[src/rtl/irqenc_pkg.sv]
package irqenc_pkg;

    // Register word offsets
    localparam logic [2:0] OFS_PMASK = 3'd0;
    localparam logic [2:0] OFS_MMASK = 3'd1;
    localparam logic [2:0] OFS_STAT  = 3'd2;
    localparam logic [2:0] OFS_DPEND = 3'd3;
    localparam logic [2:0] OFS_DMASK = 3'd4;

    // Reserved sources that chain a group onward to the peripheral group
    localparam int FWD_CRIT_SRC = 2;
    localparam int FWD_MAIN_SRC = 4;

    // Vector class codes carried in irq_vec[7:6]
    typedef enum logic [1:0] {
        CLS_CRIT = 2'd0,
        CLS_MAIN = 2'd1,
        CLS_PERI = 2'd2,
        CLS_DMA  = 2'd3
    } irq_class_e;

endpackage

[src/rtl/irqenc_lsb.sv]
module irqenc_lsb #(
    parameter int N = 4,
    localparam int W = (N > 1) ? $clog2(N) : 1
) (
    input  logic [N-1:0] req,
    output logic         hit,
    output logic [W-1:0] idx
);

    // Scan downward so that the lowest set index is the last one written
    always_comb begin
        hit = |req;
        idx = '0;
        for (int i = N - 1; i >= 0; i--) begin
            if (req[i]) idx = W'(i);
        end
    end

endmodule

[src/rtl/irqenc_regs.sv]
module irqenc_regs
    import irqenc_pkg::*;
#(
    parameter int          NPER       = 32,
    parameter int          NMAIN      = 17,
    parameter int          NDMA       = 32,
    parameter int          DW         = 32,
    parameter int          AW         = 3,
    parameter logic [31:0] PMASK_INIT = 32'h7fff_fc00,
    parameter logic [31:0] MMASK_INIT = 32'h0001_0fff
) (
    input  logic             clk,
    input  logic             rst_n,
    input  logic             we,
    input  logic [AW-1:0]    addr,
    input  logic [DW-1:0]    wdata,
    input  logic [NDMA-1:0]  dma_evt,
    input  logic [DW-1:0]    stat_word,
    output logic [DW-1:0]    rdata,
    output logic [NPER-1:0]  pmask,
    output logic [NMAIN-1:0] mmask,
    output logic [NDMA-1:0]  dmask,
    output logic [NDMA-1:0]  dpend
);

    logic [NDMA-1:0] clr_bits;

    assign clr_bits = (we && addr == OFS_DPEND) ? wdata[NDMA-1:0] : '0;

    always_ff @(posedge clk or negedge rst_n) begin
        if (!rst_n) begin
            pmask <= PMASK_INIT[NPER-1:0];
            mmask <= MMASK_INIT[NMAIN-1:0];
            dmask <= '1;
            dpend <= '0;
        end else begin
            if (we && addr == OFS_PMASK) pmask <= wdata[NPER-1:0];
            if (we && addr == OFS_MMASK) mmask <= wdata[NMAIN-1:0];
            if (we && addr == OFS_DMASK) dmask <= wdata[NDMA-1:0];
            // a new event outranks a same-cycle clear
            dpend <= (dpend & ~clr_bits) | dma_evt;
        end
    end

    always_comb begin
        unique case (addr)
            OFS_PMASK: rdata = DW'(pmask);
            OFS_MMASK: rdata = DW'(mmask);
            OFS_STAT:  rdata = stat_word;
            OFS_DPEND: rdata = DW'(dpend);
            OFS_DMASK: rdata = DW'(dmask);
            default:   rdata = '0;
        endcase
    end


    evt_sets_pend_chk: assert property (@(posedge clk) disable iff (!rst_n)
        (dma_evt != '0) |=> ((dpend & $past(dma_evt)) == $past(dma_evt)));


    pend_no_spurious_chk: assert property (@(posedge clk) disable iff (!rst_n)
        1'b1 |=> ((dpend & ~$past(dpend) & ~$past(dma_evt)) == '0));

endmodule

[src/rtl/irqenc_top.sv]
module irqenc_top
    import irqenc_pkg::*;
#(
    parameter int          NCRIT      = 4,
    parameter int          NMAIN      = 17,
    parameter int          NPER       = 32,
    parameter int          NDMA       = 32,
    parameter int          DW         = 32,
    parameter int          AW         = 3,
    parameter logic [31:0] PMASK_INIT = 32'h7fff_fc00,
    parameter logic [31:0] MMASK_INIT = 32'h0001_0fff
) (
    input  logic             clk,
    input  logic             rst_n,
    input  logic [NCRIT-1:0] crit_req,
    input  logic [NMAIN-1:0] main_req,
    input  logic [NPER-1:0]  periph_req,
    input  logic [NDMA-1:0]  dma_evt,
    input  logic             reg_we,
    input  logic [AW-1:0]    reg_addr,
    input  logic [DW-1:0]    reg_wdata,
    output logic [DW-1:0]    reg_rdata,
    output logic [DW-1:0]    enc_status,
    output logic             irq_out,
    output logic [7:0]       irq_vec
);

    localparam int CW = $clog2(NCRIT);
    localparam int MW = $clog2(NMAIN);
    localparam int PW = $clog2(NPER);
    localparam int DWI = $clog2(NDMA);

    logic [NCRIT-1:0] crit_q, crit_eff;
    logic [NMAIN-1:0] main_q, main_eff, mmask;
    logic [NPER-1:0]  per_q, per_eff, pmask;
    logic [NDMA-1:0]  dmask, dpend, dma_live;
    logic             dma_any;
    logic             crit_v, main_v, per_v, dma_v;
    logic [CW-1:0]    crit_s;
    logic [MW-1:0]    main_s;
    logic [PW-1:0]    per_s;
    logic [DWI-1:0]   dma_s;
    irq_class_e       vec_cls;
    logic [5:0]       vec_src;

    always_ff @(posedge clk or negedge rst_n) begin
        if (!rst_n) begin
            crit_q <= '0;
            main_q <= '0;
            per_q  <= '0;
        end else begin
            crit_q <= crit_req;
            main_q <= main_req;
            per_q  <= periph_req;
        end
    end

    irqenc_regs #(
        .NPER(NPER), .NMAIN(NMAIN), .NDMA(NDMA), .DW(DW), .AW(AW),
        .PMASK_INIT(PMASK_INIT), .MMASK_INIT(MMASK_INIT)
    ) regs_i (
        .clk(clk), .rst_n(rst_n), .we(reg_we), .addr(reg_addr),
        .wdata(reg_wdata), .dma_evt(dma_evt), .stat_word(enc_status),
        .rdata(reg_rdata), .pmask(pmask), .mmask(mmask),
        .dmask(dmask), .dpend(dpend)
    );

    assign dma_live = dpend & ~dmask;
    assign dma_any  = |dma_live;

    // Effective request vectors, built per source
    for (genvar c = 0; c < NCRIT; c++) begin : g_crit
        if (c == FWD_CRIT_SRC) begin : g_rsv
            assign crit_eff[c] = 1'b0;
        end else begin : g_pin
            assign crit_eff[c] = crit_q[c];
        end
    end

    for (genvar p = 0; p < NPER; p++) begin : g_per
        if (p == 0) begin : g_dma
            assign per_eff[p] = dma_any & ~pmask[NPER-1-p];
        end else begin : g_pin
            assign per_eff[p] = per_q[p] & ~pmask[NPER-1-p];
        end
    end

    for (genvar m = 0; m < NMAIN; m++) begin : g_main
        localparam int MB = (m < NMAIN - 1) ? (NMAIN - 2 - m) : (NMAIN - 1);
        if (m == FWD_MAIN_SRC) begin : g_fwd
            assign main_eff[m] = per_v & ~mmask[MB];
        end else begin : g_pin
            assign main_eff[m] = main_q[m] & ~mmask[MB];
        end
    end

    irqenc_lsb #(.N(NCRIT)) crit_enc_i (.req(crit_eff), .hit(crit_v), .idx(crit_s));
    irqenc_lsb #(.N(NMAIN)) main_enc_i (.req(main_eff), .hit(main_v), .idx(main_s));
    irqenc_lsb #(.N(NPER))  per_enc_i  (.req(per_eff),  .hit(per_v),  .idx(per_s));
    irqenc_lsb #(.N(NDMA))  dma_enc_i  (.req(dma_live), .hit(dma_v),  .idx(dma_s));

    always_comb begin
        enc_status        = '0;
        enc_status[10]    = crit_v;
        enc_status[9:8]   = 2'(crit_s);
        enc_status[21]    = main_v;
        enc_status[20:16] = 5'(main_s);
        enc_status[29]    = per_v;
        enc_status[28:24] = 5'(per_s);
    end

    assign irq_out = crit_v | main_v | per_v;

    // Vector resolution: critical, then main, then peripheral (DMA via source 0)
    always_comb begin
        vec_cls = CLS_CRIT;
        vec_src = '0;
        if (crit_v) begin
            vec_cls = CLS_CRIT;
            vec_src = 6'(crit_s);
        end else if (main_v && main_s != MW'(FWD_MAIN_SRC)) begin
            vec_cls = CLS_MAIN;
            vec_src = 6'(main_s);
        end else if (per_v) begin
            if (per_s == '0) begin
                vec_cls = CLS_DMA;
                vec_src = 6'(dma_s);
            end else begin
                vec_cls = CLS_PERI;
                vec_src = 6'(per_s);
            end
        end
    end

    assign irq_vec = {vec_cls, vec_src};


    per_field_live_chk: assert property (@(posedge clk) disable iff (!rst_n)
        enc_status[29] |-> per_eff[enc_status[28:24]]);


    crit_rsv_idle_chk: assert property (@(posedge clk) disable iff (!rst_n)
        enc_status[10] |-> (enc_status[9:8] != 2'd2));


    main_fwd_needs_per_chk: assert property (@(posedge clk) disable iff (!rst_n)
        (enc_status[21] && enc_status[20:16] == 5'd4) |-> enc_status[29]);


    vec_no_fwd_code_chk: assert property (@(posedge clk) disable iff (!rst_n)
        irq_out |-> (irq_vec != 8'h44));


    vec_dma_origin_chk: assert property (@(posedge clk) disable iff (!rst_n)
        (irq_vec[7:6] == 2'd3) |-> (enc_status[29] && enc_status[28:24] == 5'd0
                                     && dpend[irq_vec[4:0]]));

endmodule

[config.mk]
export PLATFORM = sky130hd
export DESIGN_NAME = irqenc_top
export DESIGN_NICKNAME = d
export VERILOG_FILES = /design/src/rtl/irqenc_pkg.sv /design/src/rtl/irqenc_lsb.sv /design/src/rtl/irqenc_regs.sv /design/src/rtl/irqenc_top.sv
export SDC_FILE = /design/constraint.sdc
export NUM_CORES = 1
export LEC_CHECK = 0
export ABC_AREA = 1
export CORE_UTILIZATION = 45
export CTS_BUF_LIST = sky130_fd_sc_hd__clkbuf_4 sky130_fd_sc_hd__clkbuf_8
export CTS_CLUSTER_SIZE = 14
export DETAILED_ROUTE_END_ITERATION = 7
export PLACE_DENSITY = 0.77
export SYNTH_ARGS = -nofsm -noshare
export SYNTH_HDL_FRONTEND = slang
export SYNTH_SLANG_ARGS = --single-unit
[constraint.sdc]
create_clock -name clk -period 4.8 [get_ports clk]
set_input_delay 1.44 -clock clk [delete_from_list [all_inputs] [get_ports clk]]
set_output_delay 1.44 -clock clk [all_outputs]
set_load 0.02 [all_outputs]
==> results.sh, run 1 <==
export IMPL_status="finished with violations"
export IMPL_rr_worst_depth=3
export IMPL_path_class="flip-flop to output port"
export IMPL_num_vias=7697
export IMPL_worst_setup_path_start_kind="flip-flop"
export IMPL_synth_top_family_by_area="simple AND/OR/NAND/NOR gates"
export IMPL_layout_commonest_cell="nand2_1"
export IMPL_drt_pre_antenna_iters=7
export IMPL_hp_start="regs_i.pmask[4]"
export IMPL_syn_to_final_growth_pct=38.8
export IMPL_initial_core_util_pct=46.5
export IMPL_worstReg2RegEnd="regs_i.dmask[13]"
export IMPL_die_w_um=136
export IMPL_grt_antenna_before_repair=0
export IMPL_cts_clk_slew_worst_paths_ns=0.09
export IMPL_ant_nets=0
export IMPL_dp_hpwl_um=17700
export IMPL_htree_levels=4
export IMPL_fin_crit_ns=4.96
export IMPL_synth_xor_xnor_area_share_pct=0
export IMPL_synth_area_mm2=0.00810
export IMPL_grt_usage_pct=27.5
export IMPL_clock_sinks=163
export IMPL_yosysWarnings=0
export IMPL_final_fill_count=1445
export IMPL_powerDensity_mw_per_mm2=337
export IMPL_cp_max_fo=2
export IMPL_fmax_mhz=202
export IMPL_clk_latency_ns=0.46
export IMPL_synth_fa_ha_area_share_pct=0
export IMPL_core_area_mm2=0.0174
export IMPL_port_buffers=174
export IMPL_die_area_mm2=0.0185
export IMPL_nets=1422
export IMPL_synth_mux_area_share_pct=0
export IMPL_max_slew_margin_pct=44.4
export IMPL_wl_per_cell_um=15.9
export IMPL_synthSimpleGateAreaFrac_pct=22.7
export IMPL_min_to="regs_i.pmask[4]"
export IMPL_end_kind="output port"
export IMPL_ys_ff_latch=163
export IMPL_rows=48
export IMPL_final_hold_viol_count=0
export IMPL_yosysSeqAreaShare_pct=51.4
export IMPL_synthesis_instances=1045
export IMPL_wl_um=24400
export IMPL_worst_slew_pin_slew_ns=0.835
export IMPL_holdPathStages=2
export IMPL_grt_pass1_wl_um=38000
export IMPL_rsz0062_at_grt="yes"
export IMPL_synth_compound_area_share_pct=14.5
export IMPL_cts_tree="done"
export IMPL_routabilityCongestion=0.903
export IMPL_peakVddDrop_v=0.000201
export IMPL_grt_ovfl_total=0
export IMPL_die_h_um=136
export IMPL_avgSynthCellArea_um2=7.75
export IMPL_fin_tns_setup_ns=-0.472
export IMPL_cts_root_buffer="clkbuf_8"
export IMPL_worstPathRequired_ns=3.36
export IMPL_finalSetupViolCount=6
export IMPL_fin_crit_sh_pct=103
export IMPL_multi_input_area_mm2=0.00329
export IMPL_avgViaCountPerCell=5.01
export IMPL_drv_cap=0
export IMPL_antennaDiodeCount=0
export IMPL_finalClockSkew_ns=0
export IMPL_crit_reg2reg_launch="regs_i.dmask[13]"
export IMPL_regArea_mm2=0.00416
export IMPL_cts_buffers=17
export IMPL_failed_checks="negative setup slack"
export IMPL_p_leak_nw=5.52
export IMPL_cts_path_max_buffers=2
export IMPL_setup_ws_ns=-0.159
export IMPL_utilization_pct=64.6
export IMPL_r2r_slack_ns=3.91
export IMPL_cts_hold_buf=0
export IMPL_first_global_vias=7585
export IMPL_slew_viol_final=0
export IMPL_final_layout_size_suffix_gt1_share_pct=22.9
export IMPL_hp_class="flip-flop to flip-flop"
export IMPL_drt_iter0_markers=480
export IMPL_grt_max_degree=91
export IMPL_drc_errors=0
export IMPL_layout_common_cells="322 x nand2_1, 165 x inv_1, 139 x o21ai_0"
export IMPL_synth_cell_types=34
export IMPL_io_pins=196
export IMPL_crit_arrival_ns=3.52
-- through the flow --
stage                     instance area (µm²)  cells  hold WS, ns  power (mW)  setup WS, ns
after floorplan                          8160   1062        0.453        2.21         0.503
after detailed placement                10500   1483        0.473        2.65        -0.198
after CTS                               11100   1532        0.491        3.75       -0.0464
after global routing                    11200   1537        0.503        3.98        -0.420
after global placement                  10500   1483        0.466        2.62        -0.161
final                                   11200   1537        0.486        3.79        -0.159
-- synthesized netlist by cell type, drive strengths merged --
cell type | number | area share [%]
nand2 | 362 | 17
inv | 175 | 8.1
o21ai | 145 | 9.0
dfrtp | 97 | 30
nor2 | 79 | 4.2
dfstp | 66 | 21
clkbuf | 27 | 1.3
buf | 21 | 1.9
a221oi | 17 | 1.8
a21oi | 11 | 0.73
o2111ai | 8 | 0.87
a31oi | 5 | 0.39
nand3 | 5 | 0.31
nor3 | 5 | 0.65
o21bai | 5 | 0.46
o221ai | 4 | 0.43
a21boi | 2 | 0.19
o211ai | 2 | 0.19
o31ai | 2 | 0.19
or2 | 2 | 0.15
a41oi | 1 | 0.20
clkinv | 1 | 0.046
conb | 1 | 0.046
nor4 | 1 | 0.077
o22ai | 1 | 0.077
-- layer usage --
metal | wire length (µm) | global-route usage [%] | share of wire, % | vias up
li1 | - | - | - | 3717
met1 | 10200 | 34.3 | 42 | 3594
met2 | 11700 | 45.0 | 48 | 320
met3 | 1520 | 6.38 | 6.2 | 66
met4 | 916 | 13.3 | 3.8 | 0
met5 | 0 | 0 | 0 | -
-- final cells by class --
class	instances	share of cell area (%)
Clock buffer	22	2.47
Timing Repair Buffer	266	21.4
Sequential cell	163	37.0
Inverter	176	5.90
Clock inverter	10	1.42
Multi-Input combinational cell	675	29.2
Tap cell	225	2.50
-- power breakdown --
part / total, mW / switching (mW) / internal (mW) / leakage [nW]
logic: 0.995 / 0.584 / 0.412 / 3.55
registers: 1.69 / 0.0904 / 1.60 / 1.75
clock network: 1.10 / 0.497 / 0.602 / 0.224
-- kinds of logic after synthesis --
group | count (synthesis)
simple gates | 454
other cells | 1
compound gates | 203
flops | 163
buf+inv | 224
-- worst max-delay path by stage --
stage / from / end / slack [ns]
2_1_floorplan: regs_i.dmask[31] / irq_vec[2] / 0.50
3_3_place_gp: reg_addr[0] / reg_rdata[29] / -0.16
3_5_place_dp: reg_addr[0] / reg_rdata[29] / -0.20
4_1_cts: regs_i.dmask[17] / irq_vec[4] / -0.05
5_1_grt: regs_i.pmask[1] / irq_vec[4] / -0.42
6_report: regs_i.dmask[12] / irq_vec[4] / -0.16
-- state kept, by name (all words and copies together) (netlist names) --
| signal | count |
|---|---|
| per_q | 31 |
| regs_i.mmask | 17 |
| regs_i.dmask | 32 |
| main_q | 16 |
| crit_q | 3 |
| regs_i.dpend | 32 |
| regs_i.pmask | 32 |
-- critical path, cell delays in order, from the launching register on --
cell	delay (ns)
dfstp_2	0.54
inv_1	0.04
nand2_2	0.09
nand2_4	0.07
nor2_4	0.15
nand2_2	0.08
buf_4	0.13
buf_4	0.13
buf_4	0.12
buf_4	0.12
buf_4	0.12
buf_4	0.12
buf_4	0.12
buf_4	0.12
buf_4	0.12
buf_4	0.12
buf_4	0.13
nor3_2	0.14
nand3_2	0.09
nand2_1	0.07
nand2_1	0.07
a21oi_2	0.20
buf_6	0.15
-- timing repair --
action                                  in CTS  in global routing
gates resized for setup                    107                 84
pin swaps                                   18                 11
buffers inserted                            17                  5
endpoints found under the setup margin      44                 35
Power figures use the tool's default switching activity.
==> inputs of run 2 (changes only) <==
--- a/config.mk
+++ b/config.mk
@@ -6,6 +6,7 @@
 export NUM_CORES = 1
 export LEC_CHECK = 0
 export ABC_AREA = 1
+export CORE_MARGIN = 5
 export CORE_UTILIZATION = 45
 export CTS_BUF_LIST = sky130_fd_sc_hd__clkbuf_4 sky130_fd_sc_hd__clkbuf_8
 export CTS_CLUSTER_SIZE = 14
==> run 2 against run 1 <==
Against the previous run:
- the run still ends with negative setup slack left
- wire length is 1.5% higher
- total power is 3.8% lower
- clock-buffer cell count stayed put
- cell area is 2.1% lower
- sequential cell count stayed put
- sequential share of layout area is 0.78 points higher
- hold slack better by 0.0073 ns
- fmax is 1.7% higher
- highest routed layer unchanged
==> results.sh, run 2 (synthesis gave the netlist of run 1 again) <==
export IMPL_final_layout_size_suffix_gt1_share_pct=20.7
export IMPL_grt_max_degree=94
export IMPL_grt_pass1_wl_um=38400
export IMPL_drv_cap=0
export IMPL_path_class="flip-flop to output port"
export IMPL_cp_max_fo=3
export IMPL_cts_hold_buf=0
export IMPL_setup_ws_ns=-0.0741
export IMPL_worstPathRequired_ns=3.36
export IMPL_die_h_um=144
export IMPL_fmax_mhz=205
export IMPL_failed_checks="negative setup slack"
export IMPL_cts_path_max_buffers=2
export IMPL_slew_viol_final=0
export IMPL_timing_hold_ws_ns=0.493
export IMPL_worst_setup_path_start_kind="flip-flop"
export IMPL_num_vias=7667
export IMPL_fin_tns_setup_ns=-0.106
export IMPL_crit_arrival_ns=3.43
export IMPL_grt_ovfl_total=0
export IMPL_nets=1405
export IMPL_fin_crit_ns=4.87
export IMPL_final_hold_viol_count=0
export IMPL_port_buffers=174
export IMPL_dp_hpwl_um=18700
export IMPL_layout_commonest_cell="nand2_1"
export IMPL_cts_tree="done"
export IMPL_finalSetupViolCount=3
export IMPL_fin_crit_sh_pct=102
export IMPL_drt_iter0_markers=758
export IMPL_holdPathStages=2
export IMPL_fin_area_mm2=0.0110
export IMPL_routabilityCongestion=0.897
export IMPL_drc_errors=0
export IMPL_wl_um=24800
export IMPL_utilization_pct=61.7
export IMPL_finalPower_mw=3.64
export IMPL_placed_area_mm2=0.0104
export IMPL_layout_common_cells="327 x nand2_1, 163 x inv_1, 139 x o21ai_0"
export IMPL_reg_top3="regs_i.dmask (32), regs_i.dpend (32), regs_i.pmask (32)"
export IMPL_initial_core_util_pct=45.4
export IMPL_worst_slew_pin_slew_ns=0.825
export IMPL_die_w_um=144
export IMPL_avgViaCountPerCell=5.03
export IMPL_peakVddDrop_v=0.000195
export IMPL_cts_clk_slew_worst_paths_ns=0.08
export IMPL_rows=49
export IMPL_clk_latency_ns=0.44
export IMPL_p_leak_nw=5.40
export IMPL_status="finished with violations"
export IMPL_rr_worst_depth=3
export IMPL_htree_levels=4
export IMPL_ant_nets=0
export IMPL_max_slew_margin_pct=45.0
export IMPL_hp_class="flip-flop to flip-flop"
export IMPL_first_global_vias=7674
export IMPL_hp_start="regs_i.pmask[30]"
export IMPL_clock_sinks=163
export IMPL_worstReg2RegEnd="regs_i.dmask[9]"
export IMPL_cts_root_buffer="clkbuf_8"
export IMPL_grt_usage_pct=23.8
export IMPL_grt_antenna_before_repair=0
export IMPL_core_area_mm2=0.0178
export IMPL_syn_to_final_growth_pct=36.0
export IMPL_min_to="regs_i.pmask[30]"
export IMPL_end_kind="output port"
export IMPL_finalClockSkew_ns=0
export IMPL_drt_pre_antenna_iters=8
export IMPL_powerDensity_mw_per_mm2=331
export IMPL_rsz0062_at_grt="yes"
export IMPL_cts_buffers=17
export IMPL_io_pins=196
export IMPL_crit_reg2reg_launch="regs_i.dmask[9]"
export IMPL_die_area_mm2=0.0208
export IMPL_antennaDiodeCount=0
export IMPL_r2r_slack_ns=3.93
export IMPL_wl_per_cell_um=16.2
==> run 2: per-layer routing <==
| metal | share of wire (%) | track usage, % |
|---|---|---|
| met3 | 7.0 | 5.13 |
| met5 | 0 | 0 |
| met2 | 50 | 40.0 |
| met1 | 41 | 30.8 |
| met4 | 2.4 | 8.00 |
==> run 2: how the worst max path moves through the flow <==
stage | cells past startpoint | endpoint | startpoint | slack (ns)
6_report | 24 | irq_vec[0] | regs_i.dmask[0] | -0.07
5_1_grt | 36 | irq_vec[0] | regs_i.dmask[30] | -0.36
4_1_cts | 22 | irq_vec[0] | regs_i.dmask[21] | -0.09
3_5_place_dp | 10 | reg_rdata[22] | reg_addr[0] | -0.18
3_3_place_gp | 8 | reg_rdata[11] | reg_addr[2] | -0.17
2_1_floorplan | 17 | irq_vec[2] | regs_i.dmask[31] | 0.50
==> run 2: repair_timing <==
| item | in CTS | in global routing |
|---|---|---|
| gates resized for setup | 96 | 61 |
| pin swaps | 12 | 8 |
| endpoints found under the setup margin | 43 | 27 |
| buffers inserted | 15 | 2 |
==> run 2: area by class of cell <==
| class | instances | area, µm² |
|---|---|---|
| Sequential cell | 163 | 4160 |
| Fill cell | 1562 | 6830 |
| Timing Repair Buffer | 249 | 2280 |
| Multi-Input combinational cell | 675 | 3220 |
| Clock buffer | 22 | 303 |
| Inverter | 176 | 663 |
| Tap cell | 229 | 287 |
| Clock inverter | 10 | 97.6 |
==> run 2: through the flow <==
| step | cells | setup WS [ns] |
|---|---|---|
| 6_report | 1524 | -0.0741 |
| 4_1_cts | 1522 | -0.0889 |
| 2_1_floorplan | 1062 | 0.503 |
| 5_1_grt | 1524 | -0.364 |
| 3_5_place_dp | 1475 | -0.184 |
| 3_3_place_gp | 1475 | -0.170 |
==> run 2: critical path: stages, from the launching register on <==
cell	delay (ns)
dfstp_2	0.54
inv_2	0.04
nand2_1	0.10
nand2_1	0.10
nor2_2	0.15
nand2_2	0.08
nor2_2	0.12
a21oi_2	0.08
inv_2	0.08
nand2_4	0.06
nor3_4	0.13
or2_1	0.14
nand2_1	0.06
nor2_2	0.13
inv_2	0.07
nor2_4	0.09
inv_2	0.05
nor3_4	0.16
a41oi_4	0.07
nor2_2	0.19
buf_4	0.14
nand2_2	0.05
a21oi_2	0.10
buf_4	0.14
buf_6	0.11
==> run 2: report_power, final <==
| group | leakage (nW) | total, mW | switching (mW) | internal [mW] |
|---|---|---|---|---|
| Clock | 0.197 | 0.995 | 0.514 | 0.481 |
| Combinational | 3.46 | 0.947 | 0.562 | 0.385 |
| Sequential | 1.75 | 1.70 | 0.0982 | 1.60 |
==> inputs of run 3 (changes only) <==
--- a/config.mk
+++ b/config.mk
@@ -11,6 +11,7 @@
 export CTS_BUF_LIST = sky130_fd_sc_hd__clkbuf_4 sky130_fd_sc_hd__clkbuf_8
 export CTS_CLUSTER_SIZE = 14
 export DETAILED_ROUTE_END_ITERATION = 7
+export HOLD_SLACK_MARGIN = 0.05
 export PLACE_DENSITY = 0.77
 export SYNTH_ARGS = -nofsm -noshare
 export SYNTH_HDL_FRONTEND = slang
==> results of run 3 <==
The final DEF is identical to that of run 2; final timing and power are the same.
